===== src/rtl/cmos_clock_pkg.sv =====
package cmos_clock_pkg;

  localparam int IDX_W      = 7;
  localparam int DATA_W     = 8;
  localparam int NUM_FIELDS = 7;
  localparam int NUM_ALARMS = 3;

  // field slots inside the time array
  localparam int F_SEC  = 0;
  localparam int F_MIN  = 1;
  localparam int F_HR   = 2;
  localparam int F_WDAY = 3;
  localparam int F_DATE = 4;
  localparam int F_MON  = 5;
  localparam int F_YEAR = 6;

  localparam logic [IDX_W-1:0] FIELD_IDX [NUM_FIELDS] =
    '{7'h00, 7'h02, 7'h04, 7'h06, 7'h07, 7'h08, 7'h09};
  localparam logic [DATA_W-1:0] FIELD_RST [NUM_FIELDS] =
    '{8'h00, 8'h00, 8'h00, 8'h01, 8'h01, 8'h01, 8'h00};
  localparam logic [IDX_W-1:0] ALARM_IDX [NUM_ALARMS] =
    '{7'h01, 7'h03, 7'h05};

  localparam logic [IDX_W-1:0] IX_CTLA  = 7'h0A;
  localparam logic [IDX_W-1:0] IX_CTLB  = 7'h0B;
  localparam logic [IDX_W-1:0] IX_FLAGS = 7'h0C;
  localparam logic [IDX_W-1:0] IX_VALID = 7'h0D;
  localparam logic [IDX_W-1:0] RAM_BASE = 7'h0E;

  localparam logic [DATA_W-2:0] CTLA_RST   = 7'h26;
  localparam logic [DATA_W-1:0] CTLB_RST   = 8'h02;
  localparam logic [DATA_W-1:0] VALID_BYTE = 8'h80;
  localparam int FREEZE_BIT    = 7;
  localparam int FLAG_UPD_BIT  = 4;
  localparam int FLAG_ALRM_BIT = 5;

  typedef struct packed {
    logic              wrEn;
    logic              rdEn;
    logic              hiBank;
    logic [IDX_W-1:0]  idx;
    logic [DATA_W-1:0] wrData;
    logic              step;
    logic              uip;
  } ctrlStr_t;

  function automatic logic [7:0] bcdIncr(input logic [7:0] v);
    if (v[3:0] >= 4'd9) return {v[7:4] + 4'd1, 4'd0};
    return {v[7:4], v[3:0] + 4'd1};
  endfunction

  function automatic logic [7:0] bcdRoll(input logic [7:0] v,
                                         input logic [7:0] top,
                                         input logic [7:0] bottom);
    return (v == top) ? bottom : bcdIncr(v);
  endfunction

  // 10*t+u mod 4 equals 2*t+u mod 4
  function automatic logic isLeap(input logic [7:0] y);
    if (y[4]) return (y[3:0] == 4'd2) || (y[3:0] == 4'd6);
    return (y[3:0] == 4'd0) || (y[3:0] == 4'd4) || (y[3:0] == 4'd8);
  endfunction

  function automatic logic [7:0] monthLast(input logic [7:0] m,
                                           input logic [7:0] y);
    case (m)
      8'h02:                      return isLeap(y) ? 8'h29 : 8'h28;
      8'h04, 8'h06, 8'h09, 8'h11: return 8'h30;
      default:                    return 8'h31;
    endcase
  endfunction

endpackage


===== src/rtl/cmos_clock_ctrl.sv =====
module cmos_clock_ctrl
  import cmos_clock_pkg::*;
#(
  parameter int TICKS_PER_SEC = 32768,
  parameter int UIP_LEAD      = 8
) (
  input  logic              clk,
  input  logic              rstN,
  input  logic              tickEn,
  input  logic [1:0]        busAddr,
  input  logic              busWr,
  input  logic              busRd,
  input  logic [DATA_W-1:0] busWrData,
  input  logic              freezeOn,
  output ctrlStr_t          ctrlStr
);

  localparam int CNT_W = $clog2(TICKS_PER_SEC + 1);
  localparam logic [CNT_W-1:0] CNT_LAST  = CNT_W'(TICKS_PER_SEC - 1);
  localparam logic [CNT_W-1:0] UIP_START = CNT_W'(TICKS_PER_SEC - UIP_LEAD);

  logic [CNT_W-1:0] divCnt;
  logic [IDX_W-1:0] idxLo;
  logic [IDX_W-1:0] idxHi;
  logic             idxWr;
  logic             atLast;

  assign idxWr  = busWr && !busAddr[0];
  assign atLast = (divCnt == CNT_LAST);

  always_ff @(posedge clk or negedge rstN) begin
    if (!rstN) begin
      idxLo <= '0;
      idxHi <= '0;
    end else if (idxWr) begin
      if (busAddr[1]) idxHi <= busWrData[IDX_W-1:0];
      else            idxLo <= busWrData[IDX_W-1:0];
    end
  end

  always_ff @(posedge clk or negedge rstN) begin
    if (!rstN)       divCnt <= '0;
    else if (tickEn) divCnt <= atLast ? '0 : divCnt + 1'b1;
  end

  always_comb begin
    ctrlStr.wrEn   = busWr && busAddr[0];
    ctrlStr.rdEn   = busRd && busAddr[0];
    ctrlStr.hiBank = busAddr[1];
    ctrlStr.idx    = busAddr[1] ? idxHi : idxLo;
    ctrlStr.wrData = busWrData;
    ctrlStr.step   = tickEn && atLast && !freezeOn;
    ctrlStr.uip    = !freezeOn && (divCnt >= UIP_START);
  end

endmodule


===== src/rtl/cmos_clock_dp.sv =====
module cmos_clock_dp
  import cmos_clock_pkg::*;
(
  input  logic              clk,
  input  logic              rstN,
  input  ctrlStr_t          ctrlStr,
  output logic [DATA_W-1:0] busRdData,
  output logic              freezeOn,
  output logic [DATA_W-1:0] timeSec,
  output logic [DATA_W-1:0] flagsC
);

  localparam int RAM_DEPTH = 2 ** (IDX_W + 1);

  logic [DATA_W-1:0] tf       [NUM_FIELDS];
  logic [DATA_W-1:0] tfNx     [NUM_FIELDS];
  logic [DATA_W-1:0] alarmReg [NUM_ALARMS];
  logic [DATA_W-1:0] ramMem   [RAM_DEPTH];
  logic [DATA_W-2:0] ctlA;
  logic [DATA_W-1:0] ctlB;
  logic              alarmFlag;
  logic              updFlag;

  logic [NUM_FIELDS-1:0] fieldHit;
  logic [NUM_ALARMS-1:0] alarmHitIdx;
  logic                  lowSel;
  logic                  lowWr;
  logic                  flagRead;
  logic                  alarmMatch;
  logic                  secCy, minCy, dayCy, monCy, yrCy;
  logic [DATA_W-1:0]     dateLast;
  logic [DATA_W-1:0]     rdMux;

  assign lowSel   = !ctrlStr.hiBank;
  assign lowWr    = ctrlStr.wrEn && lowSel;
  assign flagRead = ctrlStr.rdEn && lowSel && (ctrlStr.idx == IX_FLAGS);
  assign freezeOn = ctlB[FREEZE_BIT];
  assign timeSec  = tf[F_SEC];

  for (genvar g = 0; g < NUM_FIELDS; g++) begin : gFieldHit
    assign fieldHit[g] = lowSel && (ctrlStr.idx == FIELD_IDX[g]);
  end
  for (genvar g = 0; g < NUM_ALARMS; g++) begin : gAlarmHit
    assign alarmHitIdx[g] = lowSel && (ctrlStr.idx == ALARM_IDX[g]);
  end

  // calendar carry chain, resolved in one cycle
  always_comb begin
    secCy    = (tf[F_SEC] == 8'h59);
    minCy    = secCy && (tf[F_MIN] == 8'h59);
    dayCy    = minCy && (tf[F_HR] == 8'h23);
    dateLast = monthLast(tf[F_MON], tf[F_YEAR]);
    monCy    = dayCy && (tf[F_DATE] == dateLast);
    yrCy     = monCy && (tf[F_MON] == 8'h12);

    tfNx[F_SEC]  = bcdRoll(tf[F_SEC], 8'h59, 8'h00);
    tfNx[F_MIN]  = secCy ? bcdRoll(tf[F_MIN], 8'h59, 8'h00) : tf[F_MIN];
    tfNx[F_HR]   = minCy ? bcdRoll(tf[F_HR], 8'h23, 8'h00) : tf[F_HR];
    tfNx[F_WDAY] = dayCy ? bcdRoll(tf[F_WDAY], 8'h07, 8'h01) : tf[F_WDAY];
    tfNx[F_DATE] = dayCy ? bcdRoll(tf[F_DATE], dateLast, 8'h01) : tf[F_DATE];
    tfNx[F_MON]  = monCy ? bcdRoll(tf[F_MON], 8'h12, 8'h01) : tf[F_MON];
    tfNx[F_YEAR] = yrCy ? bcdRoll(tf[F_YEAR], 8'h99, 8'h00) : tf[F_YEAR];

    alarmMatch = (tfNx[F_SEC] == alarmReg[0]) &&
                 (tfNx[F_MIN] == alarmReg[1]) &&
                 (tfNx[F_HR]  == alarmReg[2]);
  end

  always_ff @(posedge clk or negedge rstN) begin
    if (!rstN) begin
      for (int g = 0; g < NUM_FIELDS; g++) tf[g] <= FIELD_RST[g];
    end else begin
      for (int g = 0; g < NUM_FIELDS; g++) begin
        if (ctrlStr.wrEn && fieldHit[g]) tf[g] <= ctrlStr.wrData;
        else if (ctrlStr.step)           tf[g] <= tfNx[g];
      end
    end
  end

  always_ff @(posedge clk or negedge rstN) begin
    if (!rstN) begin
      for (int g = 0; g < NUM_ALARMS; g++) alarmReg[g] <= '0;
      ctlA <= CTLA_RST;
      ctlB <= CTLB_RST;
    end else begin
      for (int g = 0; g < NUM_ALARMS; g++)
        if (ctrlStr.wrEn && alarmHitIdx[g]) alarmReg[g] <= ctrlStr.wrData;
      if (lowWr && ctrlStr.idx == IX_CTLA) ctlA <= ctrlStr.wrData[DATA_W-2:0];
      if (lowWr && ctrlStr.idx == IX_CTLB) ctlB <= ctrlStr.wrData;
    end
  end

  // a flag raised in the cycle of a read is kept
  always_ff @(posedge clk or negedge rstN) begin
    if (!rstN) begin
      updFlag   <= 1'b0;
      alarmFlag <= 1'b0;
    end else begin
      if (ctrlStr.step)   updFlag <= 1'b1;
      else if (flagRead)  updFlag <= 1'b0;
      if (ctrlStr.step && alarmMatch) alarmFlag <= 1'b1;
      else if (flagRead)              alarmFlag <= 1'b0;
    end
  end

  always_comb begin
    flagsC                = '0;
    flagsC[FLAG_UPD_BIT]  = updFlag;
    flagsC[FLAG_ALRM_BIT] = alarmFlag;
  end

  always_ff @(posedge clk) begin
    if (ctrlStr.wrEn && (ctrlStr.hiBank || ctrlStr.idx >= RAM_BASE))
      ramMem[{ctrlStr.hiBank, ctrlStr.idx}] <= ctrlStr.wrData;
  end

  always_comb begin
    rdMux = ramMem[{ctrlStr.hiBank, ctrlStr.idx}];
    for (int g = 0; g < NUM_FIELDS; g++)
      if (fieldHit[g]) rdMux = tf[g];
    for (int g = 0; g < NUM_ALARMS; g++)
      if (alarmHitIdx[g]) rdMux = alarmReg[g];
    if (lowSel) begin
      case (ctrlStr.idx)
        IX_CTLA:  rdMux = {ctrlStr.uip, ctlA};
        IX_CTLB:  rdMux = ctlB;
        IX_FLAGS: rdMux = flagsC;
        IX_VALID: rdMux = VALID_BYTE;
        default:  ;
      endcase
    end
  end

  always_ff @(posedge clk or negedge rstN) begin
    if (!rstN)             busRdData <= '0;
    else if (ctrlStr.rdEn) busRdData <= rdMux;
  end

endmodule


===== src/rtl/cmos_clock.sv =====
module cmos_clock
  import cmos_clock_pkg::*;
#(
  parameter int TICKS_PER_SEC = 32768,
  parameter int UIP_LEAD      = 8
) (
  input  logic        clk,
  input  logic        rstN,
  input  logic        tickEn,
  input  logic [1:0]  busAddr,
  input  logic        busWr,
  input  logic        busRd,
  input  logic [7:0]  busWrData,
  output logic [7:0]  busRdData
);

  ctrlStr_t          ctrlStr;
  logic              freezeOn;
  logic [DATA_W-1:0] timeSec;
  logic [DATA_W-1:0] flagsC;

  cmos_clock_ctrl #(
    .TICKS_PER_SEC (TICKS_PER_SEC),
    .UIP_LEAD      (UIP_LEAD)
  ) ctrlI (
    .clk       (clk),
    .rstN      (rstN),
    .tickEn    (tickEn),
    .busAddr   (busAddr),
    .busWr     (busWr),
    .busRd     (busRd),
    .busWrData (busWrData),
    .freezeOn  (freezeOn),
    .ctrlStr   (ctrlStr)
  );

  cmos_clock_dp dpI (
    .clk       (clk),
    .rstN      (rstN),
    .ctrlStr   (ctrlStr),
    .busRdData (busRdData),
    .freezeOn  (freezeOn),
    .timeSec   (timeSec),
    .flagsC    (flagsC)
  );

endmodule


===== config.mk =====
export PLATFORM = sky130hd
export DESIGN_NAME = cmos_clock
export DESIGN_NICKNAME = d
export VERILOG_FILES = /design/src/rtl/cmos_clock_pkg.sv /design/src/rtl/cmos_clock_ctrl.sv /design/src/rtl/cmos_clock_dp.sv /design/src/rtl/cmos_clock.sv
export SDC_FILE = /design/constraint.sdc
export NUM_CORES = 2
export LEC_CHECK = 0
export BUFFER_PORTS_ARGS = -buffer_cell sky130_fd_sc_hd__buf_2
export CAP_MARGIN = 20
export CELL_PAD_IN_SITES_DETAIL_PLACEMENT = 2
export CELL_PAD_IN_SITES_GLOBAL_PLACEMENT = 2
export CORE_UTILIZATION = 51
export DETAILED_ROUTE_END_ITERATION = 10
export HOLD_SLACK_MARGIN = 0.1
export PLACE_DENSITY = 0.9
export SYNTH_ARGS = -nofsm -noshare
export SYNTH_HDL_FRONTEND = slang
export SYNTH_SLANG_ARGS = --single-unit

===== constraint.sdc =====
create_clock -name clk -period 5.1 [get_ports clk]
set_input_delay 0.255 -clock clk [delete_from_list [all_inputs] [get_ports clk]]
set_output_delay 0.255 -clock clk [all_outputs]
set_load 0.005 [all_outputs]

==> flow_metrics.tcl, run 1 <==
set metrics [dict create \
    synth_flop_cell "edfxtp_1" \
    synthesis.instances 6015 \
    synth_edf_count 2048 \
    syn_avg_cell_area_um2 14.58 \
    die_w_um 416.7 \
    place.gp.congestion 0.9306 \
    placed_cell_area_um2 91200 \
    yosysUniqueCellTypes 87 \
    fp.dieH_um 416.7 \
    yosys_warnings 0 \
    post-cts-setup-buffer-count 0 \
    ys_seq_area_share_pct 73.97 \
    hold_buffers 16 \
    stop_stage "clock tree synthesis" \
    ios 23 \
    dp_hpwl_um 243200 \
    io_buffers 22 \
    cts_root_buf "clkbuf_16" \
    cts_buffer_depth 3 \
    initial_utilization_pct 51.59 \
    clock-sinks 2183 \
    cts_buffers 219 \
    cts_max_level 4 \
    synth-async-reset-ratio_pct 6.184 \
    synth_seq_cells 2183 \
    cts-resized-gates 1 \
    status "aborted with a tool error" \
    rows 151 \
    firstError "[ERROR DPL-0033] detailed placement checks failed during check placement." \
    syn_area_um2 87720 \
]
[cells in the mapped netlist, drive strengths merged (37+ instances only)]
master	count	area share [%]
o21ai	976	5.6
edfxtp	2048	70
inv	37	0.16
a21oi	343	2.0
mux2	55	0.71
nor2	346	1.5
a41oi	236	2.4
dfrtp	128	3.7
a22oi	556	4.8
ha	40	0.57
nand2	124	0.53
nand3	51	0.29
buf	152	0.99
clkbuf	338	1.4
o41ai	124	1.3
o21a	52	0.45
[through the flow]
step / hold slack [ps] / instances / setup slack, ps
floorplan: -40.59 / 6126 / 2296
global placement: 389.9 / 8069 / 351.1
detailed placement: 403.5 / 8072 / 4.235
[cells by family after synthesis]
kind of cell | Yosys count | synth area share (%)
compound gates | 2444 | 17.79
xor+xnor | 55 | 0.5491
fa+ha+maj | 40 | 0.5705
buf+inv | 527 | 2.597
flops | 2183 | 73.97
mux | 69 | 0.8658
other cells | 1 | 0.004275
simple gates | 696 | 3.656
==> run 2, diff against run 1 <==
--- a/config.mk
+++ b/config.mk
@@ -7,12 +7,9 @@
 export LEC_CHECK = 0
 export BUFFER_PORTS_ARGS = -buffer_cell sky130_fd_sc_hd__buf_2
 export CAP_MARGIN = 20
-export CELL_PAD_IN_SITES_DETAIL_PLACEMENT = 2
-export CELL_PAD_IN_SITES_GLOBAL_PLACEMENT = 2
-export CORE_UTILIZATION = 51
+export CORE_UTILIZATION = 40
 export DETAILED_ROUTE_END_ITERATION = 10
-export HOLD_SLACK_MARGIN = 0.1
-export PLACE_DENSITY = 0.9
+export PLACE_DENSITY_LB_ADDON = 0.15
 export SYNTH_ARGS = -nofsm -noshare
 export SYNTH_HDL_FRONTEND = slang
 export SYNTH_SLANG_ARGS = --single-unit
==> run 2 against run 1 <==
  * The flow now finishes without violations
  * Area after synthesis unchanged
  * Synthesized cell count unchanged
==> flow_metrics.tcl, run 2 <==
set metrics [dict create \
    status "finished clean" \
    grt_setup_unrepaired "no" \
    cts_root_buf "clkbuf_16" \
    r2r_cells 11 \
    clock-sinks 2183 \
    dr.pass1.iters 7 \
    synth_edf_count 2048 \
    fin_cells 9279 \
    avgViaCountPerCell 6.200 \
    cp_max_fo 41 \
    grtUsageMet3_pct 4.065 \
    worstPathRequired_ps 5860 \
    ios 23 \
    worst_slew_pin_slew_ps 1210 \
    worst_r2r_startpoint "ctrlI.idxLo[1]" \
    insertion_delay_ps 880 \
    dp_hpwl_um 170300 \
    placed_cell_area_um2 93120 \
    syn_avg_cell_area_um2 14.58 \
    min_period_ps 4517 \
    grtUsageMet2_pct 39.36 \
    peakVddDrop_mv 0.2929 \
    fin_crit_sh_pct 88.57 \
    yosys-top-cells-area "edfxtp_1 (70%), o21ai_0 (5.4%), a22oi_1 (4.7%), dfrtp_1 (3.7%), a41oi_1 (2.4%)" \
    syn_area_um2 87720 \
    synth.most_common_cell "edfxtp_1" \
    synth-async-reset-ratio_pct 6.184 \
    drc 0 \
    tns_ps 0 \
    endpoint_kind "register" \
    p_per_area_nw_per_um2 421.5 \
    rr_endpoint "dpI.busRdData[4]" \
    cts-resized-gates 0 \
    fin_skew_ps 48.46 \
    drive_above_1_share_pct 12.28 \
    regMostFlops "dpI.ramMem" \
    yosysUniqueCellTypes 87 \
    cts_buffer_depth 3 \
    synth_top_area_share_pct 70.11 \
    hp-class "input pin to asynchronous set/reset pin" \
    place.gp.congestion 0.9014 \
    antenna_found_initial 12 \
    largest_reg_flops 2048 \
    routedWlPerCell_um 30.65 \
    whs_ps 81.15 \
    die-area_um2 221200 \
    post-cts-setup-buffer-count 0 \
    rows 171 \
    fin_nets 6283 \
    yosys.area.top_type "edfxtp_1" \
    slew_viol_final 0 \
    ant_nets 0 \
    wl_um 284400 \
    finalWorstSetupSlack_ps 583.2 \
    synth_commonest_cells "edfxtp_1 (2048), o21ai_0 (951), a22oi_1 (553), a21oi_1 (343), nor2_1 (342)" \
    cts_tree "done" \
    grt.busiest_layer "met2" \
    initial_utilization_pct 40.31 \
    p_leak_nw 31.01 \
    layout.cells.most_common "edfxtp_1" \
    die_w_um 470.3 \
    slew_headroom_pct 19.33 \
    cts.clk_slew.worst_paths_ps 60 \
    grt_pass1_wl_um 409900 \
    final-hold-violation-count 0 \
    dp_cells 8842 \
    top_regs "dpI.ramMem: 2048 flops, dpI.tf: 48 flops, dpI.alarmReg: 24 flops" \
    setup-violations-final 0 \
    final_cell_mix "edfxtp_1 (2048), o21ai_0 (951), a22oi_1 (553), a21oi_1 (343), nor2_1 (342)" \
    synth_flop_cell "edfxtp_1" \
    grt_pass1_vias 55610 \
    fmax_ghz 0.2214 \
    synthesis.instances 6015 \
    gr-total-overflow 0 \
    ys_seq_area_share_pct 73.97 \
    reg2reg_slack_ps 580 \
    grt_max_degree 143 \
    vias 57530 \
    maxCapViolCount 0 \
    yosys_warnings 0 \
    core_area_um2 217600 \
    hold_buffers 14 \
    cts_max_level 4 \
    io_buffers 22 \
    fin_util_pct 46.13 \
    dp_slack_ps 483.8 \
    path_class "register to register" \
    area_delta_synth_final_pct 14.43 \
    crit_arrival_ps 5280 \
    synth_seq_cells 2183 \
    worstSetupStartpointType "register" \
    gr-usage-all-layers_pct 25.26 \
    power_mw 42.31 \
    drt-initial-drc-count 7276 \
    final_area_um2 100400 \
    fp.dieH_um 470.3 \
    met1_usage_pct 36.37 \
    cts_buffers 224 \
]
## run 2: cell counts after synthesis
Identical to the previous run, type by type.
## run 2: final cells by class
class | instances | area [um2]
fillers | 18980 | 117200
flip-flops and latches | 2183 | 64890
multi-input cells | 3416 | 21160
clock buffers | 280 | 5888
well taps | 2854 | 3571
repair buffers | 366 | 3510
clock inverters | 137 | 1211
inverters | 37 | 138.9
diodes | 6 | 15.01
## run 2: worst max-delay path by stage
stage / from / endpoint / slack (ps) / depth (start not counted)
floorplan: busAddr[1] / dpI.ramMem[198][0] / 2300 / 10
global placement: busAddr[1] / dpI.busRdData[4] / 480 / 12
detailed placement: busAddr[1] / dpI.busRdData[6] / 480 / 13
CTS: ctrlI.idxLo[1] / dpI.busRdData[4] / 650 / 11
global route: ctrlI.idxLo[1] / dpI.busRdData[4] / 410 / 11
finish: ctrlI.idxLo[1] / dpI.busRdData[4] / 580 / 11
## run 2: cells by family (layout without fill, tap and decap cells)
logic type / after synthesis / count (layout) / share of synthesized area, %
compound gates: 2444 / 2444 / 17.79
flops: 2183 / 2183 / 73.97
simple gates: 696 / 696 / 3.656
buf+inv: 527 / 820 / 2.597
mux: 69 / 69 / 0.8658
xor+xnor: 55 / 55 / 0.5491
fa+ha+maj: 40 / 40 / 0.5705
other cells: 1 / 118 / 0.004275
## run 2: worst max-delay path: stages (launching register included)
cell and delay [ps]:
dfrtp_1 490, nor3b_4 240, or2_4 450, buf_12 280, buf_4 240, a22oi_1 200, a21oi_1 100, o41ai_1 980
a41oi_1 570, nor3_1 450, a21oi_1 150, a21o_1 180
## run 2: power by group
| group | internal (mW) | switching, mW | total, mW |
|---|---|---|---|
| logic | 1.79 | 4.36 | 6.15 |
| registers | 19.9 | 0.300 | 20.2 |
| clock network | 8.98 | 7.03 | 16.0 |
## run 2: per-layer routing
layer | up-vias | routed length [um]
met2 | 2706 | 131600
met4 | 4 | 8161
met3 | 451 | 22610
met1 | 29860 | 122000
met5 | - | 21
li1 | 24510 | -
Note: power is estimated with default switching activity, not from simulation.
